==> src/rtl/vseg_pkg.sv <==
// Shared widths, encodings and the decoded-segment record for the
// privileged segment decoder. Assumes 4 KiB pages mapped in even/odd pairs.
package vseg_pkg;
    localparam int VA_W       = 32;
    localparam int ASID_W     = 8;
    localparam int EXC_W      = 5;
    localparam int PAIR_SHIFT = 13;
    localparam int CTX_LO     = 4;
    localparam int CTX_HI     = CTX_LO + VA_W - PAIR_SHIFT - 1;
    localparam int REGION_W   = 3;

    typedef enum logic [1:0] {
        ACC_LOAD  = 2'd0,
        ACC_STORE = 2'd1,
        ACC_FETCH = 2'd2,
        ACC_RSVD  = 2'd3
    } acc_e;

    typedef enum logic [2:0] {
        TR_HIT     = 3'd0,
        TR_MISS    = 3'd1,
        TR_INVALID = 3'd2,
        TR_CLEAN   = 3'd3,
        TR_XINH    = 3'd4,
        TR_RINH    = 3'd5,
        TR_RSV6    = 3'd6,
        TR_RSV7    = 3'd7
    } tres_e;

    localparam logic [EXC_W-1:0] EXC_NONE   = 5'd0;
    localparam logic [EXC_W-1:0] EXC_MODIFY = 5'd1;
    localparam logic [EXC_W-1:0] EXC_TLB_LD = 5'd2;
    localparam logic [EXC_W-1:0] EXC_TLB_ST = 5'd3;
    localparam logic [EXC_W-1:0] EXC_ADR_LD = 5'd4;
    localparam logic [EXC_W-1:0] EXC_ADR_ST = 5'd5;
    localparam logic [EXC_W-1:0] EXC_RINH   = 5'd19;
    localparam logic [EXC_W-1:0] EXC_XINH   = 5'd20;

    typedef struct packed {
        logic            direct;
        logic            mapped;
        logic            denied;
        logic [VA_W-1:0] pa;
    } seg_dec_t;
endpackage

==> src/rtl/vseg_decode.sv <==
// Region classifier: decides from the address, privilege and error-level flag
// whether an access is unmapped (with its physical address), needs the
// lookup table, or is denied. Purely combinational; assumes 32-bit addresses.
module vseg_decode
    import vseg_pkg::*;
(
    input  logic [VA_W-1:0] vaddr,
    input  logic [1:0]      priv,
    input  logic            err_level,
    output seg_dec_t        dec
);
    localparam logic [REGION_W-1:0] RG_CACHED   = 3'b100;
    localparam logic [REGION_W-1:0] RG_UNCACHED = 3'b101;
    localparam logic [REGION_W-1:0] RG_SUPER    = 3'b110;

    logic                is_kern;
    logic                is_sup;
    logic [REGION_W-1:0] region;
    logic [VA_W-1:0]     low_pa;

    // Privilege and region fields used by the classification below.
    always_comb begin
        is_sup  = (priv == 2'd1);
        is_kern = (priv != 2'd1) && (priv != 2'd2);
        region  = vaddr[VA_W-1 -: REGION_W];
        low_pa  = {{REGION_W{1'b0}}, vaddr[VA_W-REGION_W-1:0]};
    end

    // Classify the address into direct, mapped or denied.
    always_comb begin
        dec = '0;
        if (!vaddr[VA_W-1]) begin
            if (err_level) begin
                dec.direct = 1'b1;
                dec.pa     = vaddr;
            end else begin
                dec.mapped = 1'b1;
            end
        end else if (region == RG_CACHED || region == RG_UNCACHED) begin
            dec.direct = is_kern;
            dec.denied = !is_kern;
            dec.pa     = is_kern ? low_pa : '0;
        end else if (region == RG_SUPER) begin
            dec.mapped = is_kern || is_sup;
            dec.denied = !(is_kern || is_sup);
        end else begin
            dec.mapped = is_kern;
            dec.denied = !is_kern;
        end
    end
endmodule

==> src/rtl/vseg_fault_map.sv <==
// Outcome encoder: turns a denied access or a lookup-table result into a
// fault flag, a cause code and the refill / instruction-not-available flags.
// Combinational; assumes the decoder's denied and mapped are exclusive.
module vseg_fault_map
    import vseg_pkg::*;
(
    input  logic             denied,
    input  logic             mapped,
    input  tres_e            tres,
    input  acc_e             kind,
    input  logic             inh_en,
    output logic             fault,
    output logic [EXC_W-1:0] code,
    output logic             refill,
    output logic             inst_na
);
    logic is_store;

    // Pick the cause code for whichever failure applies.
    always_comb begin
        is_store = (kind == ACC_STORE);
        fault    = 1'b0;
        code     = EXC_NONE;
        refill   = 1'b0;
        if (denied) begin
            fault = 1'b1;
            code  = is_store ? EXC_ADR_ST : EXC_ADR_LD;
        end else if (mapped) begin
            case (tres)
                TR_HIT: fault = 1'b0;
                TR_INVALID: begin
                    fault = 1'b1;
                    code  = is_store ? EXC_TLB_ST : EXC_TLB_LD;
                end
                TR_CLEAN: begin
                    fault = 1'b1;
                    code  = EXC_MODIFY;
                end
                TR_XINH: begin
                    fault = 1'b1;
                    code  = inh_en ? EXC_XINH : EXC_TLB_LD;
                end
                TR_RINH: begin
                    fault = 1'b1;
                    code  = inh_en ? EXC_RINH : EXC_TLB_LD;
                end
                default: begin
                    fault  = 1'b1;
                    refill = 1'b1;
                    code   = is_store ? EXC_TLB_ST : EXC_TLB_LD;
                end
            endcase
        end
        inst_na = fault && (kind == ACC_FETCH);
    end
endmodule

==> src/rtl/vseg_sysregs.sv <==
// Bad-address, context and entry-high registers. A fault capture merges the
// faulting address into them; otherwise a system write loads one register.
// Capture wins over a same-cycle write. Synchronous active-low reset.
module vseg_sysregs
    import vseg_pkg::*;
(
    input  logic            clk,
    input  logic            rst_n,
    input  logic            capture,
    input  logic [VA_W-1:0] vaddr,
    input  logic            wr_en,
    input  logic            wr_sel,
    input  logic [VA_W-1:0] wr_data,
    output logic [VA_W-1:0] bad_q,
    output logic [VA_W-1:0] ctx_q,
    output logic [VA_W-1:0] ehi_q
);
    logic [VA_W-1:0] ctx_cap;
    logic [VA_W-1:0] ehi_cap;

    // Compose the captured register images from the faulting address.
    always_comb begin
        ctx_cap = {ctx_q[VA_W-1:CTX_HI+1], vaddr[VA_W-1:PAIR_SHIFT], {CTX_LO{1'b0}}};
        ehi_cap = {vaddr[VA_W-1:PAIR_SHIFT], {(PAIR_SHIFT-ASID_W){1'b0}}, ehi_q[ASID_W-1:0]};
    end

    // Update the three registers: reset, fault capture, or system write.
    always_ff @(posedge clk) begin
        if (!rst_n) begin
            bad_q <= '0;
            ctx_q <= '0;
            ehi_q <= '0;
        end else if (capture) begin
            bad_q <= vaddr;
            ctx_q <= ctx_cap;
            ehi_q <= ehi_cap;
        end else if (wr_en) begin
            if (wr_sel) ehi_q <= wr_data;
            else        ctx_q <= wr_data;
        end
    end
endmodule

==> src/rtl/vseg_xlate.sv <==
// Top of the privileged segment decoder. Consults an attached lookup table
// that answers in the same cycle, registers the response one cycle after
// the request, and captures faulting addresses into the system registers.
module vseg_xlate
    import vseg_pkg::*;
(
    input  logic             clk,
    input  logic             rst_n,
    input  logic             req_valid,
    input  logic [31:0]      req_vaddr,
    input  logic [1:0]       req_kind,
    input  logic [1:0]       priv_mode,
    input  logic             err_level,
    input  logic             inhibit_exc_en,
    output logic             tlb_req,
    output logic [31:0]      tlb_vaddr,
    output logic [7:0]       tlb_asid,
    input  logic [2:0]       tlb_result,
    input  logic [31:0]      tlb_paddr,
    input  logic             sys_wr_en,
    input  logic             sys_wr_sel,
    input  logic [31:0]      sys_wr_data,
    output logic             rsp_valid,
    output logic             rsp_fault,
    output logic [31:0]      rsp_paddr,
    output logic [4:0]       rsp_exc_code,
    output logic             rsp_refill,
    output logic             rsp_inst_na,
    output logic [31:0]      bad_vaddr,
    output logic [31:0]      context_reg,
    output logic [31:0]      entry_hi
);
    seg_dec_t         dec;
    logic             f_fault;
    logic [EXC_W-1:0] f_code;
    logic             f_refill;
    logic             f_inst_na;
    logic [VA_W-1:0]  final_pa;

    vseg_decode u_decode (
        .vaddr     (req_vaddr),
        .priv      (priv_mode),
        .err_level (err_level),
        .dec       (dec)
    );

    vseg_fault_map u_fmap (
        .denied  (dec.denied),
        .mapped  (dec.mapped),
        .tres    (tres_e'(tlb_result)),
        .kind    (acc_e'(req_kind)),
        .inh_en  (inhibit_exc_en),
        .fault   (f_fault),
        .code    (f_code),
        .refill  (f_refill),
        .inst_na (f_inst_na)
    );

    vseg_sysregs u_regs (
        .clk     (clk),
        .rst_n   (rst_n),
        .capture (req_valid && f_fault),
        .vaddr   (req_vaddr),
        .wr_en   (sys_wr_en),
        .wr_sel  (sys_wr_sel),
        .wr_data (sys_wr_data),
        .bad_q   (bad_vaddr),
        .ctx_q   (context_reg),
        .ehi_q   (entry_hi)
    );

    // Lookup-table request side.
    always_comb begin
        tlb_req   = req_valid && dec.mapped;
        tlb_vaddr = req_vaddr;
        tlb_asid  = entry_hi[ASID_W-1:0];
        final_pa  = dec.mapped ? tlb_paddr : dec.pa;
    end

    // Response register: one cycle after the request.
    always_ff @(posedge clk) begin
        if (!rst_n) begin
            rsp_valid    <= 1'b0;
            rsp_fault    <= 1'b0;
            rsp_paddr    <= '0;
            rsp_exc_code <= '0;
            rsp_refill   <= 1'b0;
            rsp_inst_na  <= 1'b0;
        end else begin
            rsp_valid    <= req_valid;
            rsp_fault    <= req_valid && f_fault;
            rsp_paddr    <= (req_valid && !f_fault) ? final_pa : '0;
            rsp_exc_code <= req_valid ? f_code : EXC_NONE;
            rsp_refill   <= req_valid && f_refill;
            rsp_inst_na  <= req_valid && f_inst_na;
        end
    end

    assert_resp_follows_req_R10: assert property (@(posedge clk) disable iff (!rst_n)
        rsp_valid |-> $past(req_valid));

    assert_fault_zero_pa_R10: assert property (@(posedge clk) disable iff (!rst_n)
        rsp_fault |-> (rsp_valid && rsp_paddr == '0));

    assert_user_no_upper_lookup_R5: assert property (@(posedge clk) disable iff (!rst_n)
        (req_valid && priv_mode == 2'd2 && req_vaddr[31]) |-> !tlb_req);

    assert_refill_on_tlb_fault_R7: assert property (@(posedge clk) disable iff (!rst_n)
        rsp_refill |-> (rsp_fault && (rsp_exc_code == EXC_TLB_LD || rsp_exc_code == EXC_TLB_ST)));

    assert_inst_na_fetch_R9: assert property (@(posedge clk) disable iff (!rst_n)
        rsp_inst_na |-> (rsp_fault && $past(req_kind) == 2'd2));

    assert_badaddr_capture_R11: assert property (@(posedge clk) disable iff (!rst_n)
        rsp_fault |-> (bad_vaddr == $past(req_vaddr)));

    assert_asid_kept_R11: assert property (@(posedge clk) disable iff (!rst_n)
        rsp_fault |-> (entry_hi[ASID_W-1:0] == $past(entry_hi[ASID_W-1:0])));

    assert_ok_badaddr_stable_R11: assert property (@(posedge clk) disable iff (!rst_n)
        (rsp_valid && !rsp_fault) |-> $stable(bad_vaddr));
endmodule

==> config.mk <==
export PLATFORM = sky130hd
export DESIGN_NAME = vseg_xlate
export DESIGN_NICKNAME = d
export VERILOG_FILES = /design/src/rtl/vseg_pkg.sv /design/src/rtl/vseg_decode.sv /design/src/rtl/vseg_fault_map.sv /design/src/rtl/vseg_sysregs.sv /design/src/rtl/vseg_xlate.sv
export SDC_FILE = /design/constraint.sdc
export NUM_CORES = 1
export LEC_CHECK = 0
export CAP_MARGIN = 20
export CELL_PAD_IN_SITES_DETAIL_PLACEMENT = 1
export CELL_PAD_IN_SITES_GLOBAL_PLACEMENT = 1
export CORE_MARGIN = 10
export CORE_UTILIZATION = 28
export CTS_CLUSTER_DIAMETER = 100
export DETAILED_ROUTE_END_ITERATION = 8
export GPL_ROUTABILITY_DRIVEN = 0
export PLACE_DENSITY_LB_ADDON = 0.1
export SLEW_MARGIN = 20
export SYNTH_ARGS = -nofsm -noshare
export SYNTH_HDL_FRONTEND = slang
export SYNTH_SLANG_ARGS = --single-unit
==> constraint.sdc <==
create_clock -name clk -period 2.2 [get_ports clk]
set_input_delay 0.33 -clock clk [delete_from_list [all_inputs] [get_ports clk]]
set_output_delay 0.33 -clock clk [all_outputs]
set_load 0.02 [all_outputs]
After elaboration in Yosys (flattened, before gate mapping)
Cells that the tools add are included.
W data, S select, Z words.
Word-level totals
  register bits: 137
  latch bits: 0
  bits in writable memories: 0
  ROM bits: 0
  bits of input ports: 110
  memories kept: 0
Cells by class
  $add $sub $neg: 0
  multipliers: 0
  divide/modulo/power cells: 0
  $lt $le $gt $ge: 0
  eq/ne operators: 13
  shift-type cells: 0
  mux-type cells: 30
  bitwise logic cells: 3
  reductions and logical operators: 25
Operators by type and width (number)
  $mux W32: 6
  $mux W23: 3
  $mux W31: 1
  $mux W29: 1
  $mux W5: 4
  $pmux W5 S4: 1
  $eq A3 B3 Y1 const B: 5
  $mux W1: 13
  $reduce_and A2 Y1: 6
  $logic_and A1 B1 Y1: 7
  $eq A3 B2 Y1 const B: 2
  $reduce_and A3 Y1: 2
  $reduce_or A5 Y1: 1
  $eq A2 B1 Y1 const B: 2
  $ne A2 B1 Y1 const B: 2
  $reduce_bool A2 Y1: 2
  $logic_not A1 Y1: 3
  $logic_not A3 Y1: 1
  $not A1 Y1: 3
  $eq A2 B2 Y1 const B: 1
  $logic_or A1 B1 Y1: 2
  $mux W2: 1
  $ne A2 B2 Y1 const B: 1
  $reduce_or A2 Y1: 1

Depth between registers and ports, before layout
Gate-level depths: netlist of the first run.
  word-level depth: 12
  mapped depth: 9
  mapped depth without buffers: 7

Cells and area by module
A second synthesis of the first run with hierarchy kept.
Second synthesis, totals
  cells, all modules: 657
  area, all modules: 6077.1 um^2
By module, submodules not included
  vseg_sysregs: times used 1, cells an instance 409, area each 3611.0 um^2, seq. area each 1921.8 um^2
  vseg_xlate: times used 1, cells an instance 165, area each 1745.4 um^2, seq. area each 820.8 um^2
  vseg_decode: times used 1, cells an instance 52, area each 550.5 um^2, seq. area each 0.0 um^2
  vseg_fault_map: times used 1, cells an instance 31, area each 170.2 um^2, seq. area each 0.0 um^2

Worst setup path before layout of the first run
Ideal clock, no wire load.
  path type: input to output
  from: input priv_mode[0]
  to: output tlb_req
  arrival time: 1.701 ns
  required time: 1.870 ns
  slack: 0.169 ns
  stages: 7
  buffers on the path: 1
  cell sequence: inv_1 ha_1 nand2b_1 nand3_1 a21oi_1 buf_2 and2_1
Between the ends
  word-level cells in the longest chain between the ends: 7
  elaborated cells between the ends (all ways): 9
  those cells by class: eq/ne: 3; mux: 3; reduce/logical: 3
RTL lines
  start: declaration: line vseg_xlate.sv:12  | input logic [1:0] priv_mode,
  $ne A2 B1 Y1 or $ne A2 B2 Y1 (tied branches): line vseg_decode.sv:24  | is_kern = (priv != 2'd1) && (priv != 2'd2);
  $logic_and A1 B1 Y1: line vseg_decode.sv:24
  $logic_or A1 B1 Y1: line vseg_decode.sv:44  | dec.mapped = is_kern || is_sup;
  $mux W2 (*): line vseg_decode.sv:43  | end else if (region == RG_SUPER) begin
  $mux W1 (*): line vseg_decode.sv:39  | end else if (region == RG_CACHED || region == RG_UNCACHED) begin
  $mux W1 (*): line vseg_decode.sv:32  | if (!vaddr[VA_W-1]) begin
  $logic_and A1 B1 Y1 (*): line vseg_xlate.sv:74  | tlb_req = req_valid && dec.mapped;
  end: declaration: line vseg_xlate.sv:15  | output logic tlb_req,
Every way passes the cells marked *; elsewhere a longest branch is shown, timed or not.

Final worst setup path of the first run
  from: input priv_mode[1]
  to: register u_regs.ehi_q[24]
Between the ends
  word-level cells in the longest chain between the ends: 11
  elaborated cells between the ends (all ways): 19
  those cells by class: eq/ne: 3; mux: 8; reduce/logical: 8
RTL lines
  $ne A2 B1 Y1 or $ne A2 B2 Y1 (tied branches): line vseg_decode.sv:24
  $logic_and A1 B1 Y1: line vseg_decode.sv:24
  $logic_or A1 B1 Y1: line vseg_decode.sv:44, vseg_decode.sv:45
  $mux W2 or $logic_not A1 Y1 (tied branches): line vseg_decode.sv:43, vseg_decode.sv:45
  $mux W1 or $mux W2 (tied branches): line vseg_decode.sv:39, vseg_decode.sv:43
  $mux W1, on equally long branches: line vseg_decode.sv:32, vseg_decode.sv:39
  $mux W1, on equally long branches: line vseg_fault_map.sv:28, vseg_decode.sv:32
  $mux W1 (*): line vseg_fault_map.sv:25  | if (denied) begin
  $logic_and A1 B1 Y1 (*): line vseg_xlate.sv:62  | .capture (req_valid && f_fault),
  $reduce_bool A2 Y1 (no line)
  $reduce_and A2 Y1 (no line)
  end signal: assignment: line vseg_sysregs.sv:36  | ehi_q <= ehi_cap;
  end signal: assignment: line vseg_sysregs.sv:38  | if (wr_sel) ehi_q <= wr_data;
  end: declaration: line vseg_sysregs.sv:16  | output logic [VA_W-1:0] ehi_q
Marks and branches as above.
A chain may end at the register's enable or synchronous reset.

==> results.json, run 1 <==
{
  "relSlewSlack_pct": 58.6,
  "numClockSinks": 136,
  "post_synth_instance_area_um2": 5490,
  "insertion_delay_ns": 0.42,
  "critical_path_class": "in2reg",
  "overflow": 0,
  "synth_ff_type": "dfxtp_1",
  "cts_made_buffers": 17,
  "slew_viol_final": 0,
  "viasPerCell": 4.79,
  "ys_types": 44,
  "yosys.area.top_type": "dfxtp_1",
  "wl_per_cell_um": 21.8,
  "worstPathMaxFanout": 8,
  "post_dp_cell_area_um2": 8770,
  "io_buffer_count": 286,
  "start_kind": "input port",
  "antennaDiodeCount": 0,
  "final.min_clock_period_ns": 2.10,
  "maxCapViolCount": 0,
  "vias": 5622,
  "rrSetupSlack_ns": 1.42,
  "die_y_um": 160,
  "fp-row-count": 51,
  "ys_ff_latch": 136,
  "fin_nets": 1008,
  "synth.net_count": 716,
  "initial_utilization_pct": 28.3,
  "coreArea_um2": 19400,
  "area_delta_synth_final_pct": 73.8,
  "rsz0062_at_grt": "no",
  "leakagePower_nw": 3.64,
  "cp_data_arrival_time_ns": 2.39,
  "synth_cells": 605,
  "hold_viol": 0,
  "min_path_type": "in2reg",
  "async_flop_share_pct": 0,
  "die-area_um2": 25600,
  "synth_top_area_share_pct": 49.6,
  "layout-drive-gt1-share_pct": 14.8,
  "grt_max_degree": 52,
  "synthTopCellsByArea": "dfxtp_1 50%, nand2_1 8.1%, buf_4 5.9%",
  "cts_tree": "built",
  "worst_clock_skew_ns": 0,
  "dr.pass1.iters": 4,
  "max_slew.worst_pin.slew_ns": 0.620,
  "cts-htree-levels": 4,
  "drc": 0,
  "yosys_warnings": 0,
  "timing.fmax_mhz": 477,
  "drt_iter0_drc": 164,
  "syn_area_per_cell_um2": 9.08,
  "cp-end-kind": "flip-flop",
  "outcome": "complete, no violations",
  "final_cell_area_um2": 9550,
  "required_ns": 2.50,
  "postRouteAntennaNets": 0,
  "synth-edff-count": 0,
  "peakVddDrop_mv": 0.566,
  "setup_viol": 0,
  "dp_hpwl_mm": 19.9,
  "seq_area_frac_synth_pct": 49.6,
  "ioPinCount": 288,
  "pwr_density_cell_nw_per_um2": 771,
  "grt_pass1_vias": 6250,
  "clockRootBuffer": "clkbuf_16",
  "cts.path.max_buffers": 2,
  "grt_usage_pct": 19.4,
  "clk_pin_slew_ns": 0.05,
  "die_w_um": 160,
  "finalCritPeriodShare_pct": 95.3,
  "final_core_util_pct": 49.2,
  "totalWireLength_mm": 25.6,
  "antenna_found_initial": 0,
  "grt_first_pass_wirelength_mm": 38.7
}
[metal layers]
| layer | GRT usage (%) | wire [um] | vias to the layer above |
|---|---|---|---|
| met1 | 21.9 | 10700 | 2771 |
| li1 | - | - | 2641 |
| met2 | 33.5 | 12700 | 195 |
| met3 | 7.58 | 2030 | 15 |
| met5 | 0 | 0 | - |
| met4 | 4.59 | 201 | 0 |
[report_power, final]
part / internal [mW] / switching, mW
registers: 2.62 / 0.0878
clock network: 1.84 / 1.11
logic: 0.844 / 0.862
total: 5.30 / 2.06
[kinds of logic (layout without fill, tap and decap cells)]
logic type / count (synthesis) / after routing / share of synthesized area (%)
flip-flops: 136 / 136 / 49.6
AO/OA/AOI/OAI: 155 / 155 / 20.3
AND/OR/NAND/NOR: 190 / 190 / 14.7
buffers and inverters: 96 / 399 / 10.5
adder cells (fa/ha/maj): 1 / 1 / 0.228
multiplexers: 25 / 25 / 4.55
XOR/XNOR: 1 / 1 / 0.159
other: 1 / 1 / 0.0683
[critical path, cell delays in order]
cell           delay, ns
dlygate4sd2_1       0.26
ha_4                0.27
nand2b_4            0.13
a21boi_4            0.07
buf_4               0.13
o41a_4              0.56
buf_6               0.16
o21ai_4             0.23
buf_6               0.17
o21ai_0             0.08
[worst paths after layout]
kind | startpoint | endpoint | cells past startpoint
max reg2reg | u_regs.ctx_q[13] | u_regs.ctx_q[13] | 2
min reg2reg | u_regs.ehi_q[11] | u_regs.ehi_q[11] | 2
min | rst_n | u_regs.ctx_q[22] | 3
max | priv_mode[1] | u_regs.ehi_q[24] | 10
[through the flow]
| stage | total power, mW | TNS [ns] | cells | worst slack [ns] | hold WS [ns] |
|---|---|---|---|---|---|
| floorplan | 3.49 | 0 | 605 | 0.169 | 0.409 |
| global placement | 4.37 | -50.81 | 1138 | -0.490 | 0.445 |
| detailed placement | 4.40 | -61.49 | 1138 | -0.589 | 0.451 |
| CTS | 7.44 | 0 | 1172 | 0.0151 | 0.336 |
| global route | 7.67 | 0 | 1173 | 0.0414 | 0.360 |
| finish | 7.37 | 0 | 1173 | 0.104 | 0.360 |
[synthesized netlist by cell type, types with 10 or more instances]
cell type  count
a21oi_1       27
a22o_1        15
a22oi_1       31
a31oi_1       30
buf_2         12
buf_4         43
clkbuf_1      23
dfxtp_1      136
inv_1         10
mux2i_1       25
nand2_1      119
nand3_1       18
nor2_1        33
o21ai_0       22
o31ai_1       11
[layout make-up]
class | instances | area, um2
Timing Repair Buffer | 358 | 3550
Fill cell | 2211 | 9850
Inverter | 11 | 41.3
Tap cell | 265 | 332
Clock inverter | 10 | 144
Sequential cell | 136 | 2720
Multi-Input combinational cell | 373 | 2300
Clock buffer | 20 | 457
[cell usage in the layout, fill, tap and decap left out, drive strengths merged, types with 2 or more instances in the layout]
master / instances
clkdlybuf4s50: 280
dfxtp: 136
nand2: 120
buf: 72
nor2: 35
a22oi: 31
a31oi: 31
a21oi: 29
mux2i: 25
o21ai: 23
clkbuf: 20
o31ai: 20
nand3: 18
a22o: 15
inv: 12
nand2b: 4
nor3: 3
clkinvlp: 3
bufinv: 3
dlygate4sd2: 3
nor2b: 3
clkinv: 3
and2: 2
bufbuf: 2
[sequential cells by signal, summed over array words and instances (netlist names)]
name / count
u_regs.ehi_q: 32
rsp_refill: 1
u_regs.ctx_q: 32
rsp_valid: 1
rsp_exc_code: 4
rsp_fault: 1
rsp_inst_na: 1
rsp_paddr: 32
u_regs.bad_q: 32
[repair_timing]
item | CTS | global route
hold buffers | 0 | 0
endpoints found under the setup margin | 81 | 90
gates cloned | 3 | 0
gates resized for setup | 23 | 1
buffers inserted | 1 | 1
hold endpoints to repair | 0 | 0
pin swaps | 3 | 1
Note: power is estimated with default switching activity, not from simulation.
==> inputs of run 2 (changes only) <==
CORE_ASPECT_RATIO = 0.6   (was default)
==> run 2 against run 1 <==
Via count decreased by 0.11%. Count of clock-buffer cells in the layout rose by 4. Critical path type unchanged. Global-route usage is 0.72 points higher. Routed wire length up 3.2%. Hold slack improved by 0.056 ns. Combinational power about the same. Fmax is 0.65% higher.
==> results.json, run 2 (same netlist as run 1, synthesis figures left out) <==
{
  "cts.path.max_buffers": 2,
  "final_core_util_pct": 49.5,
  "overflow": 0,
  "pwr-share-seq_pct": 36.2,
  "finalCritPeriodShare_pct": 94.7,
  "cp_data_arrival_time_ns": 2.39,
  "hold_path_end": "rsp_exc_code[2]",
  "cts_tree": "built",
  "timing.fmax_mhz": 480,
  "max_slew.worst_pin.slew_ns": 0.764,
  "die-area_um2": 25800,
  "wl_met3_mm": 1.76,
  "io_buffer_count": 286,
  "hold_viol": 0,
  "pwr_density_cell_nw_per_um2": 790,
  "outcome": "complete, no violations",
  "layout_setup_ws_ns": 0.117,
  "die_w_um": 201,
  "cts_hold_buf": 0,
  "top_layer": "met4",
  "setup_viol": 0,
  "numClockSinks": 136,
  "grt_usage_pct": 20.1,
  "r2r_end": "u_regs.bad_q[29]",
  "cts-htree-levels": 4,
  "power_frac_comb_pct": 22.5,
  "antenna_found_initial": 1,
  "critical_path_class": "in2reg",
  "slew_viol_final": 0,
  "final_cell_mix": "280 x clkdlybuf4s50_1, 136 x dfxtp_1, 119 x nand2_1",
  "insertion_delay_ns": 0.42,
  "fin_nets": 1000,
  "fp-row-count": 39,
  "vias": 5616,
  "totalWireLength_mm": 26.5,
  "place_inst": 1129,
  "rrSetupSlack_ns": 1.40,
  "switching_share_pct": 27.6,
  "min-delay-start": "rst_n",
  "r2r_cells": 2,
  "grt_first_pass_wirelength_mm": 39.7,
  "postRouteAntennaNets": 0,
  "intPower_mw": 5.42,
  "layout-drive-gt1-share_pct": 13.5,
  "drc": 0,
  "relSlewSlack_pct": 48.9,
  "clk_pin_slew_ns": 0.06,
  "peakVddDrop_mv": 0.493,
  "ioPinCount": 288,
  "clockRootBuffer": "clkbuf_16",
  "r2r_start": "u_regs.bad_q[29]",
  "dr.pass1.iters": 4,
  "maxCapViolCount": 0,
  "min_path_cells": 3,
  "final.min_clock_period_ns": 2.08,
  "grt_max_degree": 53,
  "start_kind": "input port",
  "worstPathMaxFanout": 7,
  "power_mw": 7.48,
  "viasPerCell": 4.81,
  "layout_commonest_cell": "clkdlybuf4s50_1",
  "area_delta_synth_final_pct": 72.3,
  "drt_iter0_drc": 272,
  "switchingPower_mw": 2.06,
  "dp_hpwl_mm": 20.6,
  "initial_utilization_pct": 28.7,
  "worst_clock_skew_ns": 0,
  "leakagePower_nw": 3.61,
  "cts_made_buffers": 17,
  "post_layout_nonfiller_instances": 1168,
  "pwr-share-clk_pct": 41.3,
  "dp_slack_ns": -0.541,
  "coreArea_um2": 19100,
  "wl_met2_mm": 12.0,
  "cp-end-kind": "flip-flop",
  "required_ns": 2.51,
  "min_path_type": "in2reg",
  "grt_pass1_vias": 6072,
  "rsz0062_at_grt": "no",
  "die_y_um": 129,
  "wl_met1_mm": 12.5,
  "wl_per_cell_um": 22.6
}
[run 2: changes by cell type in the layout (fill, tap and decap cells not counted), sizes merged]
cell	previous run	this run
inv	12	10
buf	72	65
clkbuf	20	24
diode	0	1
clkinv	3	4
clkinvlp	3	1
bufbuf	2	1
[run 2: through the flow]
step	area, um2	hold WS, ns	setup TNS, ns
floorplan	5490	0.409	0
global placement	8700	0.444	-51.27
detailed placement	8700	0.456	-55.48
CTS	9460	0.414	0
global route	9460	0.449	0
finish	9470	0.416	0
[run 2: worst max path at each step]
stage             startpoint          endpoint  slack [ns]  cells after the start
6_report       req_vaddr[30]  u_regs.ehi_q[16]        0.12                      8
4_1_cts        req_vaddr[31]  u_regs.ehi_q[16]        0.03                      9
3_5_place_dp    priv_mode[0]  u_regs.ctx_q[11]       -0.54                     10
2_1_floorplan   priv_mode[0]           tlb_req        0.17                      7
5_1_grt        req_vaddr[30]  u_regs.ehi_q[16]       0.006                      8
3_3_place_gp    priv_mode[0]  u_regs.ehi_q[20]       -0.52                     10
[run 2: layout make-up]
type	instances	area [um2]
clock inverter	7	113
multi-input combinational	373	2260
tap	266	333
antenna	1	2.50
timing repair buffer	350	3470
clock buffer	24	522
sequential	136	2720
fill	2122	9660
inverter	11	41.3
[run 2: worst max-delay path, cell delays in order]
cell and delay [ns]:
clkdlybuf4s50_1 0.57, nor2b_1 0.12, buf_4 0.16, o41a_4 0.51, buf_6 0.15, bufbuf_16 0.27, o31ai_2 0.21, a31oi_1 0.07
[run 2: power by group through the flow]
stage	combinational [mW]	clock, mW	sequential (mW)
4_1_cts	1.70	3.15	2.71
3_3_place_gp	1.59	0	2.76
5_1_grt	1.80	3.27	2.73
3_5_place_dp	1.62	0	2.76
6_report	1.68	3.09	2.71
2_1_floorplan	0.557	0	2.94
[run 2: routing by layer]
metal,vias to the layer above,GRT usage (%)
li1,2632,-
met1,2773,26.5
met2,194,31.1
met3,17,7.14
met4,0,4.26
met5,-,0
[run 2: repair_timing]
action | CTS | global route
setup endpoints to repair | 55 | 31
gates cloned | 1 | 0
setup buffers | 6 | 0
pin swaps | 3 | 0
resized for setup | 14 | 1
